## config.mk

```make
export PLATFORM = sky130hd
export DESIGN_NAME = bmdma_top
export DESIGN_NICKNAME = d
export VERILOG_FILES = /design/src/rtl/bmdma_pkg.sv /design/src/rtl/bmdma_ctrl.sv /design/src/rtl/bmdma_dpath.sv /design/src/rtl/bmdma_top.sv
export SDC_FILE = /design/constraint.sdc
export NUM_CORES = 1
export LEC_CHECK = 0
export ABC_CLOCK_PERIOD_IN_PS = 4500
export BUFFER_PORTS_ARGS = -buffer_cell sky130_fd_sc_hd__buf_4
export CAP_MARGIN = 5
export CORE_AREA = 2 2 166 168
export CTS_CLUSTER_DIAMETER = 150
export DETAILED_ROUTE_END_ITERATION = 16
export DIE_AREA = 0 0 168 170
export PLACE_DENSITY = 0.81
export SYNTH_ARGS = -nofsm -noshare
export SYNTH_HDL_FRONTEND = slang
export SYNTH_HIERARCHICAL = 1
export SYNTH_SLANG_ARGS = --single-unit
```

## constraint.sdc

```tcl
create_clock -name clk -period 4.5 [get_ports clk]
set_clock_uncertainty 0.05 [all_clocks]
set_input_delay 0.225 -clock clk [delete_from_list [all_inputs] [get_ports clk]]
set_output_delay 0.225 -clock clk [all_outputs]
set_load 0.03 [all_outputs]
```

## src/rtl/bmdma_pkg.sv

```systemverilog
package bmdma_pkg;
  localparam int unsigned DATA_W = 32;
  localparam int unsigned IDX_W  = 3;

  localparam logic [IDX_W-1:0] IDX_CMD  = 3'd0;
  localparam logic [IDX_W-1:0] IDX_STC  = 3'd1;
  localparam logic [IDX_W-1:0] IDX_SPA  = 3'd2;
  localparam logic [IDX_W-1:0] IDX_WBC  = 3'd3;
  localparam logic [IDX_W-1:0] IDX_WAC  = 3'd4;
  localparam logic [IDX_W-1:0] IDX_STAT = 3'd5;
  localparam logic [IDX_W-1:0] IDX_SLA  = 3'd6;
  localparam logic [IDX_W-1:0] IDX_WLA  = 3'd7;

  localparam logic [7:0] CMD_KEEP_MASK = 8'hF7;
  localparam logic [DATA_W-1:0] WAC_RESET = 32'hFFFF_FFFF;
  localparam logic [DATA_W-1:0] WLA_RESET = 32'hFFFF_FFFD;

  typedef enum logic [1:0] {
    OP_IDLE  = 2'd0,
    OP_BLAST = 2'd1,
    OP_ABORT = 2'd2,
    OP_START = 2'd3
  } chanOp_e;

  typedef struct packed {
    logic              startLoad;
    logic              stopDma;
    logic              blastHit;
    logic              advance;
    logic              emptyHit;
    logic [DATA_W-1:0] moveLen;
  } strobe_t;
endpackage

```

## src/rtl/bmdma_ctrl.sv

```systemverilog
module bmdma_ctrl
  import bmdma_pkg::*;
#(
  parameter int unsigned LEN_W = 16
) (
  input  logic              clk,
  input  logic              rstN,
  input  logic              cmdWr,
  input  logic [1:0]        cmdOp,
  input  logic              xferReq,
  input  logic [LEN_W-1:0]  xferLen,
  input  logic              xferToMem,
  input  logic              memReqReady,
  input  logic              cmdDir,
  input  logic [DATA_W-1:0] workCount,
  input  logic [DATA_W-1:0] workAddr,
  output strobe_t           strb,
  output logic              xferAck,
  output logic              memReqValid,
  output logic [DATA_W-1:0] memAddr,
  output logic [LEN_W-1:0]  memLen,
  output logic              memWrite,
  output logic              abortReq
);
  logic              busy;
  logic [LEN_W-1:0]  lenQ;
  logic [DATA_W-1:0] addrQ;
  logic              dirQ;
  logic              dirOk;
  logic              countZero;
  logic              accept;
  logic [DATA_W-1:0] reqLenExt;
  logic [LEN_W-1:0]  clipLen;

  always_comb begin
    dirOk     = (xferToMem == cmdDir);
    countZero = (workCount == '0);
    reqLenExt = DATA_W'(xferLen);
    clipLen   = (reqLenExt < workCount) ? xferLen : workCount[LEN_W-1:0];
    accept    = !busy && xferReq && dirOk && !countZero;

    strb           = '0;
    strb.startLoad = cmdWr && (chanOp_e'(cmdOp) == OP_START);
    strb.stopDma   = cmdWr && (chanOp_e'(cmdOp) == OP_IDLE);
    strb.blastHit  = cmdWr && (chanOp_e'(cmdOp) == OP_BLAST);
    strb.emptyHit  = !busy && xferReq && dirOk && countZero;
    strb.advance   = busy && memReqReady;
    strb.moveLen   = DATA_W'(lenQ);

    xferAck = (!busy && xferReq && (!dirOk || countZero)) || (busy && memReqReady);
  end

  always_ff @(posedge clk or negedge rstN) begin
    if (!rstN) begin
      busy     <= 1'b0;
      lenQ     <= '0;
      addrQ    <= '0;
      dirQ     <= 1'b0;
      abortReq <= 1'b0;
    end else begin
      abortReq <= cmdWr && (chanOp_e'(cmdOp) == OP_ABORT);
      if (accept) begin
        busy  <= 1'b1;
        lenQ  <= clipLen;
        addrQ <= workAddr;
        dirQ  <= xferToMem;
      end else if (busy && memReqReady) begin
        busy <= 1'b0;
      end
    end
  end

  assign memReqValid = busy;
  assign memAddr     = addrQ;
  assign memLen      = lenQ;
  assign memWrite    = dirQ;

  AST_REQ_HOLD: assert property (@(posedge clk) disable iff (!rstN)
    (memReqValid && !memReqReady) |=> (memReqValid && $stable(memAddr) && $stable(memLen)));

  AST_DROP_NO_MEM: assert property (@(posedge clk) disable iff (!rstN)
    (!memReqValid && xferReq && (xferToMem != cmdDir)) |=> !memReqValid);

  AST_ABORT_PULSE: assert property (@(posedge clk) disable iff (!rstN)
    abortReq |=> !abortReq || $past(cmdWr && cmdOp == 2'd2));
endmodule

```

## src/rtl/bmdma_dpath.sv

```systemverilog
module bmdma_dpath
  import bmdma_pkg::*;
(
  input  logic              clk,
  input  logic              rstN,
  input  logic              regWrEn,
  input  logic              regRdEn,
  input  logic [IDX_W-1:0]  regAddr,
  input  logic [DATA_W-1:0] regWrData,
  input  logic              stsClrByWrite,
  input  logic              coreIrq,
  input  logic              coreDone,
  input  strobe_t           strb,
  output logic [DATA_W-1:0] regRdData,
  output logic              cmdDir,
  output logic [DATA_W-1:0] workCount,
  output logic [DATA_W-1:0] workAddr,
  output logic              dmaEnable,
  output logic              irq
);
  logic [7:0]        cmdQ;
  logic [DATA_W-1:0] stcQ, spaQ, slaQ, wbcQ, wacQ, wlaQ;
  logic [5:0]        statQ, statNext;
  logic [DATA_W-1:0] nextCount;
  logic              wrStat, rdStat;

  always_comb begin
    nextCount = (strb.moveLen >= wbcQ) ? '0 : (wbcQ - strb.moveLen);
    wrStat    = regWrEn && (regAddr == IDX_STAT);
    rdStat    = regRdEn && (regAddr == IDX_STAT);

    statNext = statQ;
    if (rdStat && !stsClrByWrite) statNext[3:1] = 3'b000;
    if (wrStat && stsClrByWrite)  statNext[3:1] = statQ[3:1] & ~regWrData[3:1];
    if (strb.startLoad) begin
      statNext[3:0] = 4'b0000;
      statNext[5]   = 1'b0;
    end
    if ((strb.advance && nextCount == '0) || strb.emptyHit || coreDone) statNext[3] = 1'b1;
    if (strb.blastHit) statNext[5] = 1'b1;
    statNext[4] = coreIrq;
  end

  always_ff @(posedge clk or negedge rstN) begin
    if (!rstN) begin
      cmdQ      <= '0;
      stcQ      <= '0;
      spaQ      <= '0;
      slaQ      <= '0;
      wbcQ      <= '0;
      wacQ      <= WAC_RESET;
      wlaQ      <= WLA_RESET;
      statQ     <= '0;
      dmaEnable <= 1'b0;
    end else begin
      statQ <= statNext;
      if (regWrEn) begin
        case (regAddr)
          IDX_CMD: cmdQ <= regWrData[7:0] & CMD_KEEP_MASK;
          IDX_STC: stcQ <= regWrData;
          IDX_SPA: spaQ <= regWrData;
          IDX_SLA: slaQ <= regWrData;
          default: ;
        endcase
      end
      if (strb.startLoad) begin
        wbcQ      <= stcQ;
        wacQ      <= spaQ;
        wlaQ      <= slaQ;
        dmaEnable <= 1'b1;
      end else begin
        if (strb.stopDma) dmaEnable <= 1'b0;
        if (coreDone) begin
          wbcQ <= '0;
        end else if (strb.advance) begin
          wbcQ <= nextCount;
        end
        if (strb.advance) wacQ <= wacQ + strb.moveLen;
      end
    end
  end

  always_comb begin
    case (regAddr)
      IDX_CMD:  regRdData = DATA_W'(cmdQ);
      IDX_STC:  regRdData = stcQ;
      IDX_SPA:  regRdData = spaQ;
      IDX_WBC:  regRdData = wbcQ;
      IDX_WAC:  regRdData = wacQ;
      IDX_STAT: regRdData = DATA_W'(statQ);
      IDX_SLA:  regRdData = slaQ;
      default:  regRdData = wlaQ;
    endcase
  end

  assign cmdDir    = cmdQ[7];
  assign workCount = wbcQ;
  assign workAddr  = wacQ;
  assign irq       = statQ[4] | (cmdQ[6] & statQ[3]);

  AST_ADV_COUNT: assert property (@(posedge clk) disable iff (!rstN)
    (strb.advance && !strb.startLoad) |=>
      (wbcQ <= $past(wbcQ)) && (wacQ == $past(wacQ) + $past(strb.moveLen)));

  AST_DONE_ZERO: assert property (@(posedge clk) disable iff (!rstN)
    (strb.advance && !strb.startLoad && strb.moveLen == wbcQ) |=> statQ[3]);

  AST_WORK_RO: assert property (@(posedge clk) disable iff (!rstN)
    (regWrEn && (regAddr == IDX_WBC || regAddr == IDX_WAC || regAddr == IDX_WLA)
     && !strb.startLoad && !strb.advance && !coreDone)
      |=> ($stable(wbcQ) && $stable(wacQ) && $stable(wlaQ)));

  AST_IRQ_FOLLOW: assert property (@(posedge clk) disable iff (!rstN)
    $rose(coreIrq) |=> irq);

  AST_CORE_DONE: assert property (@(posedge clk) disable iff (!rstN)
    (coreDone && !strb.startLoad) |=> (wbcQ == '0 && statQ[3]));
endmodule

```

## src/rtl/bmdma_top.sv

```systemverilog
module bmdma_top
  import bmdma_pkg::*;
#(
  parameter int unsigned LEN_W = 16
) (
  input  logic              clk,
  input  logic              rstN,
  input  logic              regWrEn,
  input  logic              regRdEn,
  input  logic [2:0]        regAddr,
  input  logic [31:0]       regWrData,
  output logic [31:0]       regRdData,
  input  logic              stsClrByWrite,
  input  logic              xferReq,
  input  logic [LEN_W-1:0]  xferLen,
  input  logic              xferToMem,
  output logic              xferAck,
  output logic              memReqValid,
  input  logic              memReqReady,
  output logic [31:0]       memAddr,
  output logic [LEN_W-1:0]  memLen,
  output logic              memWrite,
  input  logic              coreIrq,
  input  logic              coreDone,
  output logic              dmaEnable,
  output logic              abortReq,
  output logic              irq
);
  strobe_t           strb;
  logic              cmdDir;
  logic [DATA_W-1:0] workCount;
  logic [DATA_W-1:0] workAddr;
  logic              cmdWr;

  assign cmdWr = regWrEn && (regAddr == IDX_CMD);

  bmdma_ctrl #(.LEN_W(LEN_W)) ctrl_i (
    .clk         (clk),
    .rstN        (rstN),
    .cmdWr       (cmdWr),
    .cmdOp       (regWrData[1:0]),
    .xferReq     (xferReq),
    .xferLen     (xferLen),
    .xferToMem   (xferToMem),
    .memReqReady (memReqReady),
    .cmdDir      (cmdDir),
    .workCount   (workCount),
    .workAddr    (workAddr),
    .strb        (strb),
    .xferAck     (xferAck),
    .memReqValid (memReqValid),
    .memAddr     (memAddr),
    .memLen      (memLen),
    .memWrite    (memWrite),
    .abortReq    (abortReq)
  );

  bmdma_dpath dpath_i (
    .clk           (clk),
    .rstN          (rstN),
    .regWrEn       (regWrEn),
    .regRdEn       (regRdEn),
    .regAddr       (regAddr),
    .regWrData     (regWrData),
    .stsClrByWrite (stsClrByWrite),
    .coreIrq       (coreIrq),
    .coreDone      (coreDone),
    .strb          (strb),
    .regRdData     (regRdData),
    .cmdDir        (cmdDir),
    .workCount     (workCount),
    .workAddr      (workAddr),
    .dmaEnable     (dmaEnable),
    .irq           (irq)
  );
endmodule

```

# == Word-level counts from Yosys, hierarchy flattened ==
# Cells that the tools add are included.
# word_totals
output_inout_bits,86
inputBits,61
wordCells,92
register_bits,256
# op_classes
n_lt_le_gt_ge,2
n_mux,18
n_eq_ne,10
reduce_logical,39
add_sub_neg,2
bitwise,4
# op_table
operator,n
$pmux W32 S7,1
$mux W32,6
$logic_not A32 Y1,2
$add A32 B16 Y32,1
$ge A16 B32 Y1,1
$lt A16 B32 Y1,1
$sub A32 B16 Y32,1
$logic_and A1 B1 Y1,16
$mux W16,1
$eq A3 B3 Y1 const B,3
$reduce_and A2 Y1,4
$reduce_bool A2 Y1,4
$mux W1,7
$eq A3 B2 Y1 const B,2
$mux W3,2
$reduce_bool A3 Y1,2
$eq A2 B2 Y1 const B,2
$logic_not A1 Y1,4
$logic_or A1 B1 Y1,4
$mux W4,1
$reduce_bool A4 Y1,1
$and A3 B3 Y3,1
$eq A3 B1 Y1 const B,1
$logic_not A3 Y1,1
other kinds (6),6

# == Logic depth before layout (Yosys ltp) ==
# Gate-level depths: netlist of the first run.
# depth
word_depth,7
mapped_depth,15
mapped_depth_nobuf,14

# == Modules after synthesis ==
# The synthesis of the first run kept the hierarchy.
# modules_own_cells
module,seq_area_each_um2,area_each_um2,cells_per_inst,n_inst
bmdma_dpath,5208.7,13188.9,1377,1
bmdma_ctrl,1276.2,2899.0,342,1
bmdma_top,0.0,15.0,1,1

# == Worst setup path before layout of the first run ==
# No wires, ideal clock.
# synth_path
path_type,reg-to-reg
startpoint,reg ctrl_i.lenQ[0] (netlist: ctrl_i/memLen[0])
endpoint,reg dpath_i.statQ[3]
t_arrival_ps,3564
n_path_buf,1
setup_time_ps,104
period_less_slack_ps,3718
required_ps,4346
path_stages_with_launch,15
path_slack_ps,782
cell_sequence,dfrtp_1 buf_4 ha_1 fa_1 nor2b_1 o211ai_2 a31oi_1 nor2_1 o221ai_2 a41oi_2 mux2i_1 or4_1 nor4_1 a41oi_1 o41ai_2
# synth_via
elab_chain_cells,7
word_cells_on_any_way,9
classes_between,add/sub: 1; order compare: 1; mux: 2; reduce/logical: 5
# synth_lines
element,line_no,source
"start, declared",bmdma_ctrl.sv:26,logic [LEN_W-1:0] lenQ;
"start signal, assigned",bmdma_ctrl.sv:64,lenQ <= clipLen;
$sub A32 B16 Y32 / $ge A16 B32 Y1 (equally long branches),bmdma_dpath.sv:28,nextCount = (strb.moveLen >= wbcQ) ? '0 : (wbcQ - strb.moveLen);
$mux W32 *,bmdma_dpath.sv:28,
$logic_not A32 Y1 *,bmdma_dpath.sv:39,if ((strb.advance && nextCount == '0) || strb.emptyHit || coreDone) statNext[3] = 1'b1;
$logic_and A1 B1 Y1 *,bmdma_dpath.sv:39,
$logic_or A1 B1 Y1 * (2 in series),bmdma_dpath.sv:39,
$reduce_bool A4 Y1 (no line) / $mux W1 (equally long branches),n/a,
"end signal, assigned",bmdma_dpath.sv:56,statQ <= statNext;
"end, declared",bmdma_dpath.sv:23,"logic [5:0] statQ, statNext;"
# Every way passes the cells marked *; elsewhere a longest branch is shown, timed or not.
# A chain may end at the register's enable or synchronous reset.

# == Worst setup path in the final report of the first run ==
# layout_path
startpoint,reg dpath_i.wbcQ[0] (netlist: dpath_i/workCount[0])
endpoint,reg dpath_i.statQ[3]
# layout_via
elab_chain_cells,7
word_cells_on_any_way,11
classes_between,add/sub: 1; order compare: 1; mux: 2; reduce/logical: 7
# layout_lines
element,line_no,source
"start, declared",bmdma_dpath.sv:22,"logic [DATA_W-1:0] stcQ, spaQ, slaQ, wbcQ, wacQ, wlaQ;"
"start signal, assigned",bmdma_dpath.sv:67,wbcQ <= stcQ;
"start signal, assigned",bmdma_dpath.sv:76,wbcQ <= nextCount;
$sub A32 B16 Y32 / $ge A16 B32 Y1 (equally long branches),bmdma_dpath.sv:28,
$mux W32,bmdma_dpath.sv:28,
$logic_not A32 Y1,bmdma_dpath.sv:39,
$logic_and A1 B1 Y1,bmdma_dpath.sv:39,
$logic_or A1 B1 Y1 * (2 in series),bmdma_dpath.sv:39,
$reduce_bool A4 Y1 (no line) / $mux W1 (equally long branches),n/a,
# Marked as above.

==> results of run 1 <==
==> metal layers <==
layer,share of wire (%),routed length (microns),vias up,GRT usage (%)
li1,-,-,6431,-
met1,42,22260,7205,51.94
met2,45,23930,747,58.21
met3,9.9,5216,110,7.558
met4,2.9,1528,0,10.78
met5,0,0,-,0
==> path summary, 6_finish.rpt <==
kind                                           start              endpoint  slack [ps]  cells after the start
worst min register to register    ctrl_i/memAddr[13]    ctrl_i/memAddr[13]         430                      2
worst min-delay path                         regWrEn       dpath_i/slaQ[5]          80                      3
max in group asynchronous                       rstN  dpath_i/workAddr[22]        2910                      3
worst max-delay path            dpath_i/workCount[0]      dpath_i/statQ[3]         160                     14
min in group asynchronous                       rstN     ctrl_i/memLen[13]         300                      2
worst max register to register  dpath_i/workCount[0]      dpath_i/statQ[3]         160                     14
==> final cells by class <==
type | instances | area, sq um | share of cell area (%)
multi-input combinational | 1282 | 8843 | 46.80
inverter | 72 | 270.3 | 1.430
clock inverter | 15 | 175.2 | 0.9270
tap | 341 | 426.7 | 2.258
clock buffer | 39 | 843.3 | 4.463
timing repair buffer | 226 | 1852 | 9.800
sequential | 256 | 6485 | 34.32
==> Yosys cell counts, types with 5 or more instances <==
master | n | area (sq um)
a211o_1 | 5 | 43.79
a211oi_1 | 8 | 60.06
a21o_1 | 25 | 187.7
a21oi_1 | 108 | 540.5
a221oi_1 | 30 | 262.8
a22o_1 | 5 | 43.79
a22oi_1 | 45 | 337.8
a31oi_1 | 29 | 181.4
and2_1 | 5 | 31.28
and3_1 | 6 | 37.54
buf_1 | 13 | 48.80
buf_2 | 10 | 50.05
buf_4 | 34 | 255.2
clkbuf_1 | 67 | 251.5
dfrtp_1 | 193 | 4830
dfstp_2 | 63 | 1655
ha_1 | 78 | 975.9
inv_1 | 71 | 266.5
mux2_2 | 152 | 1712
mux2i_1 | 24 | 240.2
nand2_1 | 231 | 867.1
nand2b_1 | 7 | 43.79
nand3_1 | 15 | 75.07
nand4_1 | 12 | 75.07
nor2_1 | 138 | 518.0
nor2b_1 | 20 | 125.1
nor3_1 | 9 | 45.04
nor4_1 | 10 | 62.56
o211ai_1 | 7 | 52.55
o21a_1 | 20 | 150.1
o21ai_0 | 114 | 570.6
o21ai_1 | 14 | 70.07
o21bai_1 | 5 | 37.54
xnor2_1 | 32 | 280.3
xor2_1 | 17 | 148.9
==> worst register-to-register path, stage by stage, from the launching register on <==
cell	delay [ps]
dfrtp_1	470
inv_1	100
ha_1	250
fa_1	430
nor2b_1	200
o211ai_2	120
a31oi_1	280
nor2_1	160
o221ai_2	330
a41oi_2	270
mux2i_1	180
or4_1	480
nor4_1	480
a41oi_1	200
o41ai_2	230
==> through the flow <==
stage / setup WS, ps / hold slack (ps) / utilization, % / total power, mW / std cells
floorplan: 782.1 / -120.6 / - / 6.948 / 1735
global placement: 487.9 / 285.3 / 65.05 / 8.291 / 2123
detailed placement: 311.9 / 290.9 / 65.05 / 8.417 / 2123
CTS: 300.0 / 71.44 / 70.90 / 11.01 / 2231
global route: 72.21 / 119.0 / 70.90 / 11.68 / 2231
finish: 164.6 / 84.69 / 70.90 / 11.12 / 2231
==> flip-flops by register name (all words and copies together), names as in the netlist, 5 cells and up <==
name	flops
ctrl_i/memAddr	32
ctrl_i/memLen	16
dpath_i/cmdQ	7
dpath_i/slaQ	32
dpath_i/spaQ	32
dpath_i/statQ	5
dpath_i/stcQ	32
dpath_i/wlaQ	32
dpath_i/workAddr	32
dpath_i/workCount	32
==> cell families (layout without fill, tap and decap cells) <==
group           count (synthesis)  after routing  synth area share (%)
fa+ha+maj                      80             80                 6.309
xor+xnor                       49             49                 2.665
other cells                     1             16               0.02329
mux                           178            178                 12.40
buf+inv                       197            352                 5.509
compound gates                471            471                 19.31
simple gates                  488            488                 13.51
flops                         256            256                 40.27
==> cells in the final DEF, fill, tap and decap left out, types with 54 or more instances in the layout <==
cell           instances
a21oi_1              108
dlygate4sd3_1         54
dfstp_2               63
o21ai_0              114
mux2_2               152
buf_4                170
nor2_1               137
ha_1                  78
dfrtp_1              193
nand2_1              231
inv_1                 71
==> power breakdown <==
group	total [mW]	switching, mW	internal (mW)
Sequential	3.80	0.699	3.10
Combinational	4.79	2.84	1.95
Clock	2.53	1.03	1.49
Total	11.1	4.57	6.55
==> results.json, run 1 <==
{
  "status": "completed",
  "relSlewSlack_pct": 33.22,
  "antenna_found_initial": 1,
  "slowest_delay_ps": 480,
  "area_growth_pct": 17.34,
  "ys_seq_area_share_pct": 40.27,
  "ir_drop_mv": 0.4361,
  "setup_tns_ps": 0,
  "clk_pin_slew_ps": 70,
  "cts_tree": "yes",
  "cp.required_ps": 4920,
  "clkLatencyLatePin_ps": 570,
  "port_buffers": 146,
  "post_cts_buffers": 0,
  "routabilityCongestion": 0.9615,
  "initial_utilization_pct": 60.42,
  "critPathTopFamily": "compound AO/OA/AOI/OAI gates",
  "dieArea_sq_um": 28560,
  "async_reset_ff_share_pct": 100.0,
  "die_w_microns": 168,
  "crit_arrival_ps": 4760,
  "rsz0062_at_grt": "false",
  "track_usage_pct": 36.96,
  "hold_viol_final": 0,
  "ant_nets": 0,
  "path_buf_inv": 1,
  "ios": 147,
  "numCtsBuffers": 29,
  "fmax_mhz": 230.7,
  "cts_resized": 0,
  "ys_types": 89,
  "core-area_sq_um": 26650,
  "overflow": 0,
  "cap_violations": 0,
  "die_h_microns": 170,
  "drcViolationCount": 0,
  "ys.flop_type": "dfrtp_1",
  "cts_max_level": 1,
  "fin_crit_sh_pct": 96.34,
  "dr.pass1.iters": 8,
  "path_class": "flip-flop to flip-flop",
  "cp_cell_sequence": "inv_1 -> ha_1 -> fa_1 -> nor2b_1 -> o211ai_2 -> a31oi_1 -> nor2_1 -> o221ai_2 -> a41oi_2 -> mux2i_1 -> or4_1 -> nor4_1 -> a41oi_1 -> o41ai_2",
  "rows": 60,
  "p_leak_nw": 8.441,
  "cts_root_buffer": "clkbuf_16",
  "grt_pass1_wl_mm": 81.73,
  "worst_pin_slew_ps": 1002,
  "stdcell_area_sq_um": 18900,
  "critPathSlowestCell": "or4_1",
  "clock_sinks": 256,
  "wl_per_cell_microns": 23.73,
  "vias": 14490,
  "setup_violations": 0,
  "worstPathMaxFanout": 5,
  "worstSetupEndpointType": "flip-flop",
  "synth_edf_count": 0,
  "yosys_warnings": 6,
  "cts_hold_buffers": 54,
  "drive_gt1_share_pct": 25.03,
  "report.final.slew_viol_count": 0,
  "nNetsFinal": 2008,
  "cts_buffer_depth": 3,
  "syn-cell-area_sq_um": 16100,
  "hp-class": "input port to flip-flop",
  "grt_pass1_vias": 14330,
  "synth_seq_cells": 256,
  "syn_avg_cell_area_sq_um": 9.362,
  "synthCells": 1720,
  "fillCellCount": 1940,
  "final.min_clock_period_ps": 4335,
  "critPathLaunchType": "flip-flop",
  "power.density_nw_per_um2": 588.4,
  "antenna_cells": 0,
  "drt_iter0_drc": 1490,
  "dp_hpwl_mm": 36.43,
  "grt_max_degree": 128,
  "avgViaCountPerCell": 6.496,
  "wl_mm": 52.94,
  "placed_cell_area_sq_um": 17340
}
Note: power is estimated with default switching activity, not from simulation.
==> run 2: changes to the inputs <==
--- a/config.mk
+++ b/config.mk
@@ -8,12 +8,11 @@
 export ABC_CLOCK_PERIOD_IN_PS = 4500
 export BUFFER_PORTS_ARGS = -buffer_cell sky130_fd_sc_hd__buf_4
 export CAP_MARGIN = 5
-export CORE_AREA = 2 2 166 168
+export CORE_AREA = 2 2 161 163
 export CTS_CLUSTER_DIAMETER = 150
 export DETAILED_ROUTE_END_ITERATION = 16
-export DIE_AREA = 0 0 168 170
-export PLACE_DENSITY = 0.81
+export DIE_AREA = 0 0 163 165
+export PLACE_DENSITY = 0.8
 export SYNTH_ARGS = -nofsm -noshare
 export SYNTH_HDL_FRONTEND = slang
-export SYNTH_HIERARCHICAL = 1
 export SYNTH_SLANG_ARGS = --single-unit
==> results.json, run 2 <==
{
  "status": "completed",
  "p_leak_nw": 7.764,
  "power.density_nw_per_um2": 671.1,
  "wl_per_cell_microns": 24.16,
  "relSlewSlack_pct": 31.44,
  "hold_viol_final": 0,
  "antenna_cells": 0,
  "track_usage_pct": 37.49,
  "post_cts_buffers": 0,
  "ant_nets": 0,
  "numCtsBuffers": 28,
  "setup_slack_ps": 647.0,
  "fin_crit_sh_pct": 85.62,
  "worstPathMaxFanout": 6,
  "dp_hpwl_mm": 34.78,
  "cp.required_ps": 4940,
  "hold_ws_ps": 107.7,
  "die_h_microns": 165,
  "cts_root_buffer": "clkbuf_16",
  "antenna_found_initial": 2,
  "seq_power_share_pct": 34.0,
  "drive_gt1_share_pct": 24.71,
  "switching_share_pct": 44.01,
  "synth_edf_count": 0,
  "p_sw_mw": 5.189,
  "synth_seq_cells": 256,
  "cts_resized": 0,
  "grt_pass1_vias": 13170,
  "area_growth_pct": 18.36,
  "core-area_sq_um": 25040,
  "clk_pin_slew_ps": 70,
  "pre_cts_slack_ps": 853.4,
  "die_w_microns": 163,
  "cts_max_level": 1,
  "synthCells": 1568,
  "avgViaCountPerCell": 6.515,
  "yosys_warnings": 0,
  "initial_utilization_pct": 59.28,
  "clkLatencyLatePin_ps": 590,
  "yosysTopAreaCell": "dfrtp_1",
  "critPathLaunchType": "flip-flop",
  "multi_input_comb_area_sq_um": 7690,
  "hp-class": "input port to flip-flop",
  "ios": 147,
  "rows": 58,
  "grt_pass1_wl_mm": 76.66,
  "ys_types": 76,
  "clkPwrFrac_pct": 19.2,
  "finalPower_mw": 11.79,
  "drt_iter0_drc": 1794,
  "fmax_mhz": 259.5,
  "synth.net_count": 1678,
  "fillCellCount": 1858,
  "report.final.slew_viol_count": 0,
  "setup_violations": 0,
  "ys.flop_type": "dfrtp_1",
  "grt_max_degree": 110,
  "path_class": "flip-flop to flip-flop",
  "wl_mm": 49.91,
  "register_area_sq_um": 6485,
  "ys_top_cells_by_count": "234 x nand2_1, 193 x dfrtp_1, 136 x mux2_2",
  "cts_tree": "yes",
  "drcViolationCount": 0,
  "overflow": 0,
  "synth_top_area_share_pct": 32.54,
  "rsz0062_at_grt": "false",
  "dr.pass1.iters": 6,
  "yosys.cell_count.top_type": "nand2_1",
  "async_reset_ff_share_pct": 100.0,
  "ys_seq_area_share_pct": 43.69,
  "crit_arrival_ps": 4290,
  "intPower_mw": 6.601,
  "final_cell_mix": "234 x nand2_1, 193 x dfrtp_1, 164 x buf_4",
  "nNetsFinal": 1824,
  "yosys-top-cells-area": "dfrtp_1 33%, dfstp_2 11%, mux2_2 10%, nand2_1 5.9%, o21ai_0 4.3%",
  "cts_hold_buffers": 57,
  "worst_pin_slew_ps": 1002,
  "ir_drop_mv": 0.3862,
  "vias": 13460,
  "port_buffers": 146,
  "final_common_cell": "nand2_1",
  "clock_sinks": 256,
  "syn-cell-area_sq_um": 14840,
  "cts_buffer_depth": 3,
  "syn_avg_cell_area_sq_um": 9.465,
  "cap_violations": 0,
  "routabilityCongestion": 0.9913,
  "final.min_clock_period_ps": 3853,
  "dieArea_sq_um": 26900,
  "worstSetupEndpointType": "flip-flop",
  "p_comb_share_pct": 46.8,
  "setup_tns_ps": 0
}
-- run 2: changes by cell type in the layout (fill, tap and decap cells not counted), sizes merged, moves of 12 or more --
cell / change
a22oi: -33
ha: -31
nor2: -26
inv: -22
conb: -16
mux2: -16
mux2i: +15
a22o: +14
o21a: -12
-- run 2: power by group through the flow --
stage / clock network (mW) / logic, mW / registers, mW
3_5_place_dp: 0 / 5.32 / 3.98
2_1_floorplan: 0 / 3.65 / 3.85
5_1_grt: 2.37 / 5.94 / 4.07
6_report: 2.26 / 5.52 / 4.01
4_1_cts: 2.28 / 5.40 / 3.95
3_3_place_gp: 0 / 5.25 / 3.95
-- run 2: metrics by stage --
step / cells / util (%) / area, sq um
6_report: 2066 / 70.16 / 17570
5_1_grt: 2066 / 70.16 / 17570
4_1_cts: 2066 / 70.16 / 17570
3_5_place_dp: 1957 / 64.25 / 16090
3_3_place_gp: 1957 / 64.25 / 16090
2_1_floorplan: 1568 / - / 14840
-- run 2: cell families after synthesis --
logic type | after synthesis | share of synthesized area, %
and+or+nand+nor | 483 | 14.53
AOI/OAI and AO/OA | 399 | 16.95
DFF | 256 | 43.69
muxes | 178 | 13.40
buffers and inverters | 160 | 4.645
adders and majority gates | 49 | 4.232
xor gates and xnor gates | 43 | 2.538
-- run 2: final timing paths --
path	depth (start not counted)	to	startpoint	slack, ps
worst max-delay path	12	dpath_i.statQ[3]	dpath_i.workCount[0]	650
worst min-delay path	4	ctrl_i.memReqValid	xferReq	110
worst max register to register	12	dpath_i.statQ[3]	dpath_i.workCount[0]	650
worst min register to register	2	dpath_i.wlaQ[20]	dpath_i.wlaQ[20]	400
max in group asynchronous	3	dpath_i.workAddr[31]	rstN	3010
min in group asynchronous	2	dpath_i.workCount[1]	rstN	280
-- run 2: per-layer routing --
metal / vias up / GRT usage [%] / part of all wire [%]
met5: - / 0 / 0.042
met4: 4 / 10.18 / 2.5
met3: 99 / 11.33 / 13
met2: 865 / 54.70 / 43
met1: 6593 / 54.35 / 41
li1: 5900 / - / -
-- run 2: cell type report --
| type | instances | share of cell area, % |
|---|---|---|
| multi-input combinational | 1152 | 43.78 |
| sequential | 256 | 36.92 |
| timing repair buffer | 225 | 10.68 |
| clock buffer | 48 | 4.929 |
| tap | 330 | 2.350 |
| inverter | 51 | 1.090 |
| clock inverter | 4 | 0.2564 |
-- run 2: worst max-delay path, cell delays in order (launching register included) --
cell,delay (ps)
dfrtp_1,500
inv_1,110
ha_1,180
fa_1,230
nor2b_1,70
o2111ai_1,310
a31o_2,290
a31oi_1,240
a2111oi_0,940
xor2_1,220
nor4_1,380
nand4_1,150
nand2_1,80
